`src/rtl/vic_pkg.sv`:
```
package vic_pkg;

   typedef enum logic [2:0] {
      ST_IDLE    = 3'd0,
      ST_SAVE_LO = 3'd1,
      ST_SAVE_HI = 3'd2,
      ST_JMP_A   = 3'd3,
      ST_JMP_B   = 3'd4,
      ST_JMP_C   = 3'd5
   } entry_state_e;

endpackage

```
`src/rtl/vic_prio_arb.sv`:
```
module vic_prio_arb #(
   parameter int NUM_LINES = 8,
   parameter int IDX_W     = 3
) (
   input  logic [NUM_LINES-1:0] req_i,
   output logic [NUM_LINES-1:0] grant_o,
   output logic [IDX_W-1:0]     idx_o,
   output logic                 any_o
);

   logic [NUM_LINES:0] blocked;

   assign blocked[0] = 1'b0;

   for (genvar k = 0; k < NUM_LINES; k++) begin : g_chain
      assign grant_o[k]   = req_i[k] & ~blocked[k];
      assign blocked[k+1] = blocked[k] | req_i[k];
   end

   assign any_o = blocked[NUM_LINES];

   always_comb begin
      idx_o = '0;
      for (int k = 0; k < NUM_LINES; k++) begin
         if (grant_o[k]) idx_o = idx_o | IDX_W'(k);
      end
   end

endmodule

```
`src/rtl/vic_enable_ctl.sv`:
```
module vic_enable_ctl (
   input  logic clk_i,
   input  logic rst_ni,
   input  logic set_i,
   input  logic clr_i,
   input  logic reti_i,
   input  logic retire_i,
   input  logic take_i,
   input  logic nest_i,
   output logic gie_o,
   output logic guard_o
);

   logic gie_q, guard_q;

   always_ff @(posedge clk_i or negedge rst_ni) begin
      if (!rst_ni) begin
         gie_q <= 1'b0;
      end else if (take_i && !nest_i) begin
         gie_q <= 1'b0;
      end else if (clr_i) begin
         gie_q <= 1'b0;
      end else if (set_i || reti_i) begin
         gie_q <= 1'b1;
      end
   end

   always_ff @(posedge clk_i or negedge rst_ni) begin
      if (!rst_ni) begin
         guard_q <= 1'b0;
      end else if (reti_i) begin
         guard_q <= 1'b1;
      end else if (retire_i) begin
         guard_q <= 1'b0;
      end
   end

   assign gie_o   = gie_q;
   assign guard_o = guard_q;

   assert_entry_clear_R7: assert property (@(posedge clk_i) disable iff (!rst_ni)
      (take_i && !nest_i) |=> !gie_o);

   assert_reti_set_R8: assert property (@(posedge clk_i) disable iff (!rst_ni)
      (reti_i && !take_i && !clr_i) |=> gie_o);

   assert_clr_wins_R6: assert property (@(posedge clk_i) disable iff (!rst_ni)
      (clr_i && set_i) |=> !gie_o);

endmodule

```
`src/rtl/vic_entry_seq.sv`:
```
module vic_entry_seq
   import vic_pkg::*;
#(
   parameter int NUM_LINES = 8,
   parameter int ADDR_W    = 16
) (
   input  logic                  clk_i,
   input  logic                  rst_ni,
   input  logic                  take_i,
   input  logic                  nmi_win_i,
   input  logic [NUM_LINES-1:0]  grant_i,
   input  logic [ADDR_W-1:0]     vec_i,
   input  logic [ADDR_W-1:0]     pc_i,
   output logic                  idle_o,
   output logic [NUM_LINES-1:0]  ack_o,
   output logic                  nmi_ack_o,
   output logic                  ret_we_o,
   output logic [ADDR_W/2-1:0]   ret_data_o,
   output logic                  jump_o,
   output logic [ADDR_W-1:0]     jump_addr_o
);

   localparam int HALF_W = ADDR_W / 2;

   entry_state_e         state_q, state_d;
   logic [NUM_LINES-1:0] grant_q;
   logic                 nmi_q;
   logic [ADDR_W-1:0]    pc_q, vec_q;

   always_comb begin
      state_d = state_q;
      unique case (state_q)
         ST_IDLE:    if (take_i) state_d = ST_SAVE_LO;
         ST_SAVE_LO: state_d = ST_SAVE_HI;
         ST_SAVE_HI: state_d = ST_JMP_A;
         ST_JMP_A:   state_d = ST_JMP_B;
         ST_JMP_B:   state_d = ST_JMP_C;
         ST_JMP_C:   state_d = ST_IDLE;
         default:    state_d = ST_IDLE;
      endcase
   end

   always_ff @(posedge clk_i or negedge rst_ni) begin
      if (!rst_ni) begin
         state_q <= ST_IDLE;
         grant_q <= '0;
         nmi_q   <= 1'b0;
         pc_q    <= '0;
         vec_q   <= '0;
      end else begin
         state_q <= state_d;
         if (state_q == ST_IDLE && take_i) begin
            grant_q <= nmi_win_i ? '0 : grant_i;
            nmi_q   <= nmi_win_i;
            pc_q    <= pc_i;
            vec_q   <= vec_i;
         end
      end
   end

   assign idle_o      = (state_q == ST_IDLE);
   assign ack_o       = (state_q == ST_SAVE_LO) ? grant_q : '0;
   assign nmi_ack_o   = (state_q == ST_SAVE_LO) && nmi_q;
   assign ret_we_o    = (state_q == ST_SAVE_LO) || (state_q == ST_SAVE_HI);
   assign ret_data_o  = (state_q == ST_SAVE_HI) ? pc_q[ADDR_W-1:HALF_W] : pc_q[HALF_W-1:0];
   assign jump_o      = (state_q == ST_JMP_C);
   assign jump_addr_o = vec_q;

   assert_save_pair_R4: assert property (@(posedge clk_i) disable iff (!rst_ni)
      $rose(ret_we_o) |=> ret_we_o);

   assert_jump_spacing_R4: assert property (@(posedge clk_i) disable iff (!rst_ni)
      jump_o |-> ($past(ret_we_o, 3) && !$past(ret_we_o, 2) && !$past(ret_we_o)));

   assert_target_hold_R10: assert property (@(posedge clk_i) disable iff (!rst_ni)
      (!idle_o && !$past(idle_o)) |-> $stable(jump_addr_o));

endmodule

```
`src/rtl/vec_irq_ctrl.sv`:
```
module vec_irq_ctrl #(
   parameter int              NUM_LINES = 8,
   parameter int              ADDR_W    = 16,
   parameter logic [ADDR_W-1:0] VEC_BASE = '0
) (
   input  logic                  clk_i,
   input  logic                  rst_ni,
   input  logic [NUM_LINES-1:0]  irq_i,
   input  logic                  nmi_i,
   input  logic                  gie_set_i,
   input  logic                  gie_clr_i,
   input  logic                  nest_en_i,
   input  logic                  retire_i,
   input  logic                  reti_i,
   input  logic [ADDR_W-1:0]     next_pc_i,
   output logic [NUM_LINES-1:0]  irq_ack_o,
   output logic                  nmi_ack_o,
   output logic                  busy_o,
   output logic                  ret_we_o,
   output logic [ADDR_W/2-1:0]   ret_data_o,
   output logic                  jump_o,
   output logic [ADDR_W-1:0]     jump_addr_o,
   output logic                  gie_o
);

   localparam int IDX_W = (NUM_LINES > 1) ? $clog2(NUM_LINES) : 1;

   if (NUM_LINES < 1 || NUM_LINES > 64) begin : g_bad_lines
      $error("NUM_LINES must lie in 1..64");
   end
   if (ADDR_W < 4 || (ADDR_W % 2) != 0) begin : g_bad_addr
      $error("ADDR_W must be even and at least 4");
   end

   logic [NUM_LINES-1:0] masked, grant;
   logic [IDX_W-1:0]     win_idx;
   logic                 any_masked, idle, guard, take, gie;
   logic [ADDR_W-1:0]    vec;

   assign masked = irq_i & {NUM_LINES{gie}};

   vic_prio_arb #(.NUM_LINES(NUM_LINES), .IDX_W(IDX_W)) arb_i (
      .req_i   (masked),
      .grant_o (grant),
      .idx_o   (win_idx),
      .any_o   (any_masked)
   );

   assign take = idle && !guard && (nmi_i || any_masked);
   assign vec  = nmi_i ? VEC_BASE
                       : VEC_BASE + ADDR_W'(2 * (int'(win_idx) + 1));

   vic_enable_ctl en_i (
      .clk_i    (clk_i),
      .rst_ni   (rst_ni),
      .set_i    (gie_set_i),
      .clr_i    (gie_clr_i),
      .reti_i   (reti_i),
      .retire_i (retire_i),
      .take_i   (take),
      .nest_i   (nest_en_i),
      .gie_o    (gie),
      .guard_o  (guard)
   );

   vic_entry_seq #(.NUM_LINES(NUM_LINES), .ADDR_W(ADDR_W)) seq_i (
      .clk_i       (clk_i),
      .rst_ni      (rst_ni),
      .take_i      (take),
      .nmi_win_i   (nmi_i),
      .grant_i     (grant),
      .vec_i       (vec),
      .pc_i        (next_pc_i),
      .idle_o      (idle),
      .ack_o       (irq_ack_o),
      .nmi_ack_o   (nmi_ack_o),
      .ret_we_o    (ret_we_o),
      .ret_data_o  (ret_data_o),
      .jump_o      (jump_o),
      .jump_addr_o (jump_addr_o)
   );

   assign busy_o = !idle;
   assign gie_o  = gie;

   assert_ack_single_R1: assert property (@(posedge clk_i) disable iff (!rst_ni)
      $onehot0({irq_ack_o, nmi_ack_o}));

   assert_ack_lowest_R1: assert property (@(posedge clk_i) disable iff (!rst_ni)
      (irq_ack_o != '0) |-> ((($past(irq_i) & (irq_ack_o - 1'b1)) == '0)
                             && ((irq_ack_o & ~$past(irq_i)) == '0)));

   assert_mask_R3: assert property (@(posedge clk_i) disable iff (!rst_ni)
      $rose(busy_o) |-> (nmi_ack_o || $past(gie_o)));

   assert_guard_R9: assert property (@(posedge clk_i) disable iff (!rst_ni)
      $rose(busy_o) |-> !$past(guard));

   assert_busy_span_R11: assert property (@(posedge clk_i) disable iff (!rst_ni)
      jump_o |=> !busy_o);

endmodule

```
`config.mk`:
```
export PLATFORM = sky130hd
export DESIGN_NAME = vec_irq_ctrl
export DESIGN_NICKNAME = d
export VERILOG_FILES = /design/src/rtl/vic_pkg.sv /design/src/rtl/vic_prio_arb.sv /design/src/rtl/vic_enable_ctl.sv /design/src/rtl/vic_entry_seq.sv /design/src/rtl/vec_irq_ctrl.sv
export SDC_FILE = /design/constraint.sdc
export NUM_CORES = 1
export LEC_CHECK = 0
export CAP_MARGIN = 20
export CORE_MARGIN = 2
export CORE_UTILIZATION = 40
export DETAILED_ROUTE_END_ITERATION = 12
export MAX_ROUTING_LAYER = met4
export PLACE_DENSITY_LB_ADDON = 0.1
export SYNTH_ARGS = -nofsm -noshare
export SYNTH_HDL_FRONTEND = slang
export SYNTH_SLANG_ARGS = --single-unit
```
`constraint.sdc`:
```
create_clock -name clk_i -period 2.2 [get_ports clk_i]
set_input_delay 0.44 -clock clk_i [delete_from_list [all_inputs] [get_ports clk_i]]
set_output_delay 0.44 -clock clk_i [all_outputs]
set_load 0.02 [all_outputs]
```
# Yosys cells after proc, flatten, opt, wreduce, memory -nomap -nowiden

Index checks and enable logic that the tools add are counted.

Multiplexer cells: 18
Eq/ne operators: 6
Reduce and logical (&&, ||, !) cells: 14
$add $sub $neg: 1
Bitwise logic cells: 22

Operators by type and width:

| operator            | count |
|---|---|
| $mux 8              | 3 |
| $mux 3              | 5 |
| $pmux 3 s5          | 1 |
| $and 8x8->8         | 1 |
| $and 1x1->1         | 7 |
| $not 1->1           | 7 |
| $or 1x1->1          | 7 |
| $eq 3x2->1 const B  | 2 |
| $eq 3x3->1 const B  | 2 |
| $mux 1              | 6 |
| $logic_and 1x1->1   | 5 |
| $mux 5              | 1 |
| $add 3x1->4 const B | 1 |
| $mux 2              | 2 |
| $eq 3x1->1 const B  | 1 |
| $logic_not 1->1     | 3 |
| $logic_not 3->1     | 1 |
| $logic_or 1x1->1    | 3 |
| $reduce_bool 3->1   | 1 |
| $ne 2x1->1 const B  | 1 |
| $reduce_bool 2->1   | 1 |

Register bits after elaboration: 46
Input port bits: 32

# Logic depth before layout (Yosys ltp)

Gate-level depths: netlist of the first run.

Word-level depth: 12
Mapped depth: 6

# Cells and area by module

A second synthesis of the first run with hierarchy kept.

Cells, all modules: 179
Area total of the unflattened synthesis: 2,313.5 um2

By module, submodules not included:

| module         | times used | area an instance (um2) | cells each |
|---|---|---|---|
| vic_entry_seq  | 1          | 1,971.9                | 130 |
| vic_prio_arb   | 1          | 146.4                  | 24 |
| vec_irq_ctrl   | 1          | 116.4                  | 18 |
| vic_enable_ctl | 1          | 78.8                   | 7 |

# Worst setup path before layout of the first run

Ideal clock, no wire load.

Path kind: input -> register
From: in irq_i[4]
To: reg seq_i.vec_q[2] (netlist: seq_i.jump_addr_o[2])
Path buffers: 0
Stages on the path: 6
Library setup time: 0.118 ns
Slack: 0.264 ns
Arrival: 1.818 ns
Required time: 2.082 ns
Cell sequence: or4_4 -> o21bai_1 -> a21oi_1 -> ha_1 -> nor3b_1 -> a21o_1

Cells in the longest elaborated chain, start to end: 9

RTL lines:

| element                                   | RTL line                               | source |
|---|---|---|
| start, declared                           | vec_irq_ctrl.sv:8                      | `input logic [NUM_LINES-1:0] irq_i,` |
| $and 8x8->8 *                             | vec_irq_ctrl.sv:40                     | `assign masked = irq_i & {NUM_LINES{gie}};` |
| $or 1x1->1 *                              | vic_prio_arb.sv:17                     | `assign blocked[k+1] = blocked[k] \| req_i[k];` |
| $not 1->1 or $or 1x1->1 (tied branches)   | vic_prio_arb.sv:16, vic_prio_arb.sv:17 |  |
| $and 1x1->1, or another cell as far along | vic_prio_arb.sv:16                     | `assign grant_o[k] = req_i[k] & ~blocked[k];` |
| $mux 3, or another cell as far along      | vic_prio_arb.sv:25                     | `if (grant_o[k]) idx_o = idx_o \| IDX_W'(k);` |
| $mux 3 or $and 1x1->1 (tied branches)     | vic_prio_arb.sv:25, vic_prio_arb.sv:16 |  |
| $mux 3                                    | vic_prio_arb.sv:25                     |  |
| $add 3x1->4                               | vec_irq_ctrl.sv:51                     | `: VEC_BASE + ADDR_W'(2 * (int'(win_idx) + 1));` |
| $mux 5                                    | vec_irq_ctrl.sv:50                     | `assign vec = nmi_i ? VEC_BASE` |
| end signal, assigned                      | vic_entry_seq.sv:56                    | `vec_q <= vec_i;` |
| end, declared                             | vic_entry_seq.sv:28                    | `logic [ADDR_W-1:0] pc_q, vec_q;` |

Mark *: on every way between the ends. The rest lies on a longest branch, timed or not.
A chain may end at the register's enable or synchronous reset.

# Worst setup path in the final report of the first run

From: reg seq_i.state_q[2]
To: out ret_data_o[6]

Cells in the longest elaborated chain, start to end: 2

RTL lines:

| element                | RTL line            | source |
|---|---|---|
| start, declared        | vic_entry_seq.sv:25 | `entry_state_e state_q, state_d;` |
| start signal, assigned | vic_entry_seq.sv:51 | `state_q <= state_d;` |
| $eq 3x2->1             | vic_entry_seq.sv:65 | `assign ret_data_o = (state_q == ST_SAVE_HI) ? pc_q[ADDR_W-1:HALF_W] : pc_q[HALF_W-1:0];` |
| $mux 8                 | vic_entry_seq.sv:65 |  |
| end, declared          | vec_irq_ctrl.sv:20  | `output logic [ADDR_W/2-1:0] ret_data_o,` |

Every way passes these cells.

==> results of run 1 <==
==> stage by stage <==
stage / total power [mW] / setup slack (ns) / utilization [%] / instance area (um2) / hold slack (ns)
finish: 2.83 / 0.0501 / 59.5 / 2650 / 0.474
detailed placement: 2.47 / -0.272 / 58.0 / 2580 / 0.463
floorplan: 1.88 / 0.264 / - / 1920 / 0.144
global route: 2.99 / -0.00109 / 59.5 / 2650 / 0.508
CTS: 2.86 / 0.0208 / 59.6 / 2650 / 0.477
global placement: 2.42 / -0.212 / 58.0 / 2580 / 0.456
==> layout make-up <==
class                   instances  area (um2)
fillers                       374        1800
clock buffers                   7        86.3
repair buffers                 78         708
inverters                       4        15.0
clock inverters                 1        5.00
flip-flops and latches         34         851
multi-input cells             111         915
well taps                      52        65.1
==> synthesized netlist by cell type (all sizes together), types with 4 or more instances <==
cell type  number
nor3b           4
dfrtp          34
mux2           28
nand3           4
a21oi           4
nor3            4
inv             4
nand2           8
and2           10
buf            19
a21o            4
nor2            6
==> registers in the layout, summed over array words and instances (netlist names) <==
register           count
seq_i.pc_q            16
seq_i.grant_q          8
seq_i.jump_addr_o      4
seq_i.state_q          3
en_i.gie_o             1
en_i.guard_o           1
seq_i.nmi_q            1
==> cells by family after synthesis <==
kind of cell / Yosys count / synth area share [%]
other cells: 1 / 0.200
mux: 28 / 20.6
xor+xnor: 2 / 0.935
fa+ha+maj: 1 / 0.667
simple gates: 49 / 16.3
flops: 34 / 45.4
buf+inv: 24 / 8.28
compound gates: 19 / 7.61
==> path summary, 6_finish.rpt <==
kind	startpoint	endpoint	slack, ns
worst max-delay path	seq_i.state_q[2]$_DFFE_PN0P_	ret_data_o[6]	0.05
worst min register to register	seq_i.grant_q[1]$_DFFE_PN0P_	seq_i.grant_q[1]$_DFFE_PN0P_	0.47
worst min-delay path	seq_i.grant_q[1]$_DFFE_PN0P_	seq_i.grant_q[1]$_DFFE_PN0P_	0.47
max in group asynchronous	rst_ni	seq_i.grant_q[0]$_DFFE_PN0P_	1.32
min in group asynchronous	rst_ni	seq_i.nmi_q$_DFFE_PN0P_	0.56
worst max register to register	seq_i.state_q[1]$_DFFE_PN0P_	seq_i.pc_q[11]$_DFFE_PN0P_	0.31
==> power groups by stage <==
stage	Combinational, mW	Sequential, mW	Clock [mW]
global route	1.48	0.987	0.519
floorplan	0.940	0.938	0
global placement	1.47	0.949	0
detailed placement	1.50	0.968	0
finish	1.39	0.962	0.474
CTS	1.40	0.962	0.490
==> per-layer routing <==
metal  vias to the layer above  share of wire, %  track usage (%)
met3                         8               4.6             4.17
met1                       686                44             21.6
li1                        686                 -                -
met5                         -                 0                -
met4                         0               2.0             8.64
met2                        40                49             29.3
==> what timing repair did <==
item	4_1_cts	5_1_grt
endpoints found under the setup margin	18	15
hold buffers	0	0
pin swaps	0	1
resized for setup	18	18
==> impl_metrics.py, run 1 <==
metrics = {
    "placement": {
        "dp_cells": 279,
        "dp_hpwl_um": 3170,
        "port_buffers": 56,
        "gp_congestion": 0.865,
    },
    "logic_synthesis": {
        "ys_warn_count": 0,
        "synth_edf_count": 0,
        "synth_seq_cells": 34,
        "synth-async-reset-ratio_pct": 100,
        "synth_top_area_cell": "dfrtp_1",
        "synthDistinctLibCells": 41,
        "dominantRegCellSynth": "dfrtp_1",
        "yosysSeqAreaShare_pct": 45.4,
        "synthTopCellsByArea": "dfrtp_1 (45%), mux2_4 (15%), mux2_2 (5.4%), buf_4 (4.8%), and2_1 (3.3%)",
        "syn_area_um2": 1870,
        "synth_top_area_share_pct": 45.4,
        "avgSynthCellArea_um2": 11.9,
        "syn_inst": 158,
    },
    "hold_path": {
        "worstHoldPathType": "reg2reg",
        "min_path_cells": 1,
    },
    "drt": {
        "final_antenna_net_count": 0,
        "wl_per_cell_um": 14.6,
        "first_iter_violations": 86,
        "wl_um": 4190,
        "viasPerCell": 4.95,
        "via_count": 1420,
        "drc": 0,
        "dr.pass1.iters": 4,
    },
    "grt": {
        "antenna_found_initial": 0,
        "grt-ovfl-total": 0,
        "grt_usage_pct": 18.2,
        "grt_first_pass_wirelength_um": 7040,
        "grt_max_degree": 35,
        "grt_pass1_vias": 1421,
    },
    "clock_tree": {
        "clk_latency_ns": 0.29,
        "cts_sinks": 34,
        "root_buffer": "clkbuf_8",
        "clock_path_buffers": 2,
        "path_clk_slew_ns": 0.07,
        "tritoncts": "done",
        "cts_setup_buffers": 0,
        "cts_buffers": 5,
        "htree_levels": 2,
    },
    "floorplan": {
        "die_w_um": 72.5,
        "rows": 24,
        "start_util_pct": 42.2,
        "die_h_um": 72.5,
        "die_area_um2": 5250,
        "core_um2": 4440,
        "ios": 69,
    },
    "cells_and_area": {
        "final_cell_mix": "clkdlybuf4s50_1 (37), dfrtp_1 (34), buf_4 (20)",
        "layout.cells.non_filler": 287,
        "diodes": 0,
        "final_net_count": 267,
        "layout_commonest_cell": "clkdlybuf4s50_1",
        "area_growth_pct": 41.1,
        "drive_gt1_share_pct": 30.2,
    },
    "power": {
        "power_frac_clock_pct": 16.7,
        "sw_frac_of_total_pct": 35.0,
        "ir_drop_uv": 740,
        "power.internal_mw": 1.84,
        "combPwrFrac_pct": 49.2,
        "power.switching_mw": 0.990,
        "power_density_nw_per_um2": 1070,
        "seqPwrFrac_pct": 34.0,
        "p_leak_nw": 1.26,
    },
    "sta": {
        "hold_viol_final": 0,
        "drv_slew": 0,
        "fmax_ghz": 0.465,
        "finClkSkew_ns": 0.00647,
        "setup_viol": 0,
        "period_needed_ns": 2.15,
        "period_share_pct": 97.7,
        "fin_setup_tns_ns": 0,
    },
    "run_status": {
        "status": "finished, final reports clean",
    },
    "critical_path": {
        "endpoint_kind": "primary output",
        "cp_top_family": "buffers and inverters",
        "cp_slowest_cell": "dfrtp_1",
        "crit_chain": "nor3b_2, buf_6, mux2_2, dlygate4sd2_1",
        "crit_path_start_kind": "flop",
        "cp.required_ns": 1.76,
        "critPathMaxStageDelay_ns": 0.41,
        "worst_ep_arrival_time_ns": 1.71,
        "crit_type": "reg2out",
        "r2r_cells": 6,
        "crit_fanout": 8,
        "worstSetupPathDepth": 4,
        "path_buf_inv": 2,
    },
    "job": {
        "max_cap_viol_count": 0,
    },
}
Power figures use the tool's default switching activity.
==> inputs of run 2 (changes only) <==
--- a/config.mk
+++ b/config.mk
@@ -8,6 +8,7 @@
 export CAP_MARGIN = 20
 export CORE_MARGIN = 2
 export CORE_UTILIZATION = 40
+export CTS_BUF_LIST = sky130_fd_sc_hd__clkbuf_8
 export DETAILED_ROUTE_END_ITERATION = 12
 export MAX_ROUTING_LAYER = met4
 export PLACE_DENSITY_LB_ADDON = 0.1
==> impl_metrics.py, run 2 (synthesis gave the netlist of run 1 again) <==
metrics = {
    "floorplan": {
        "die_h_um": 72.5,
        "start_util_pct": 42.2,
        "rows": 24,
        "ios": 69,
        "die_area_um2": 5250,
        "die_w_um": 72.5,
        "core_um2": 4440,
    },
    "drt": {
        "viasPerCell": 4.94,
        "final_antenna_net_count": 0,
        "dr.pass1.iters": 4,
        "wl_per_cell_um": 14.6,
        "via_count": 1417,
        "wl_um": 4190,
        "first_iter_violations": 88,
        "drc": 0,
    },
    "critical_path": {
        "rrSetupSlack_ns": 0.31,
        "cp.required_ns": 1.76,
        "path_buf_inv": 2,
        "endpoint_kind": "primary output",
        "rr_startpoint": "seq_i.state_q[1]$_DFFE_PN0P_",
        "crit_path_start_kind": "flop",
        "cp_slowest_cell": "dfrtp_1",
        "cp_top_family": "buffers and inverters",
        "crit_fanout": 8,
        "worst_ep_arrival_time_ns": 1.71,
        "crit_type": "reg2out",
        "r2r_cells": 6,
        "crit_chain": "nor3b_2, buf_6, mux2_2, dlygate4sd2_1",
        "critPathMaxStageDelay_ns": 0.41,
        "r2r-end": "seq_i.pc_q[11]$_DFFE_PN0P_",
    },
    "sta": {
        "setup_viol": 0,
        "finClkSkew_ns": 0.00647,
        "period_share_pct": 97.7,
        "hold_viol_final": 0,
        "period_needed_ns": 2.15,
        "drv_slew": 0,
        "layout_setup_ws_ns": 0.0510,
        "fin_setup_tns_ns": 0,
        "fmax_ghz": 0.465,
    },
    "grt": {
        "grt_max_degree": 35,
        "grt_usage_pct": 18.2,
        "grt-ovfl-total": 0,
        "antenna_found_initial": 0,
        "grt_first_pass_wirelength_um": 7040,
        "grt_pass1_vias": 1421,
    },
    "clock_tree": {
        "clk_latency_ns": 0.29,
        "root_buffer": "clkbuf_8",
        "cts_sinks": 34,
        "cts_setup_buffers": 0,
        "clock_path_buffers": 2,
        "cts_buffers": 5,
        "tritoncts": "done",
        "htree_levels": 2,
        "path_clk_slew_ns": 0.07,
        "cts_hold_buf": 0,
    },
    "placement": {
        "port_buffers": 56,
        "post-place-ws_ns": -0.272,
        "dp_cells": 279,
        "dp_hpwl_um": 3170,
        "gp_congestion": 0.865,
    },
    "cells_and_area": {
        "seqCellArea_um2": 851,
        "layout.cells.non_filler": 287,
        "diodes": 0,
        "area_growth_pct": 41.1,
        "layout_commonest_cell": "clkdlybuf4s50_1",
        "largest-register": "seq_i.pc_q",
        "final_cell_mix": "clkdlybuf4s50_1 (37), dfrtp_1 (34), buf_4 (20)",
        "fill_cells": 374,
        "largest_register_ffs": 16,
        "final_util_pct": 59.5,
        "multiInputGateArea_um2": 915,
        "final_net_count": 267,
        "drive_gt1_share_pct": 30.2,
    },
    "hold_path": {
        "whs_endpoint": "seq_i.grant_q[1]$_DFFE_PN0P_",
        "min_from": "seq_i.grant_q[1]$_DFFE_PN0P_",
        "min_path_cells": 1,
        "worstHoldPathType": "reg2reg",
    },
    "run_status": {
        "status": "finished, final reports clean",
    },
    "power": {
        "total_power_mw": 2.82,
        "power_density_nw_per_um2": 1070,
        "p_leak_nw": 1.27,
        "ir_drop_uv": 740,
    },
    "job": {
        "max_cap_viol_count": 0,
    },
}
## run 2: cell types whose count changed in the layout (fill, tap and decap cells not counted)
cell | before | now
clkbuf_1 | 1 | 0
inv_1 | 4 | 5
## run 2: through the flow
| stage | hold WS, ns | area (um2) |
|---|---|---|
| floorplan | 0.144 | 1920 |
| global placement | 0.456 | 2580 |
| CTS | 0.477 | 2650 |
| detailed placement | 0.463 | 2580 |
| finish | 0.474 | 2650 |
| global route | 0.508 | 2650 |
## run 2: timing repair
| action | in CTS | in global routing |
|---|---|---|
| gates resized for setup | 18 | 18 |
| endpoints found under the hold margin | 0 | 0 |
| pin swaps | 0 | 1 |
| gates cloned | 0 | 0 |
| setup endpoints to repair | 18 | 15 |
## run 2: worst max path at each step
| stage | start | endpoint | depth (start not counted) |
|---|---|---|---|
| 6_report | seq_i.state_q[2]$_DFFE_PN0P_ | ret_data_o[6] | 4 |
| 5_1_grt | irq_i[4] | seq_i.jump_addr_o[2]$_DFFE_PN0P_ | 7 |
| 4_1_cts | seq_i.state_q[0]$_DFFE_PN0P_ | irq_ack_o[7] | 5 |
| 3_5_place_dp | irq_i[4] | seq_i.jump_addr_o[2]$_DFFE_PN0P_ | 7 |
| 3_3_place_gp | irq_i[4] | seq_i.jump_addr_o[2]$_DFFE_PN0P_ | 7 |
| 2_1_floorplan | irq_i[4] | seq_i.jump_addr_o[2]$_DFFE_PN0P_ | 6 |
## run 2: cell type report
cell class	count	share of cell area, %
clock buffer	6	3.12
sequential	34	32.2
inverter	4	0.568
timing repair buffer	78	26.8
multi-input combinational	111	34.6
tap	52	2.46
clock inverter	2	0.331
## run 2: routing by layer
layer  wire length (um)  GRT usage, %  vias to the layer above
met2               2070          29.3                       40
met4                 84          8.64                        0
li1                   -             -                      687
met5                  0             -                        -
met1               1840          21.6                      682
met3                194          4.17                        8
## run 2: report_power, final
part	internal, mW	total, mW	switching [mW]	leakage (nW)
combinational	0.749	1.39	0.643	0.786
clock	0.247	0.468	0.220	0.0524
sequential	0.837	0.962	0.125	0.428
total	1.83	2.82	0.988	1.27
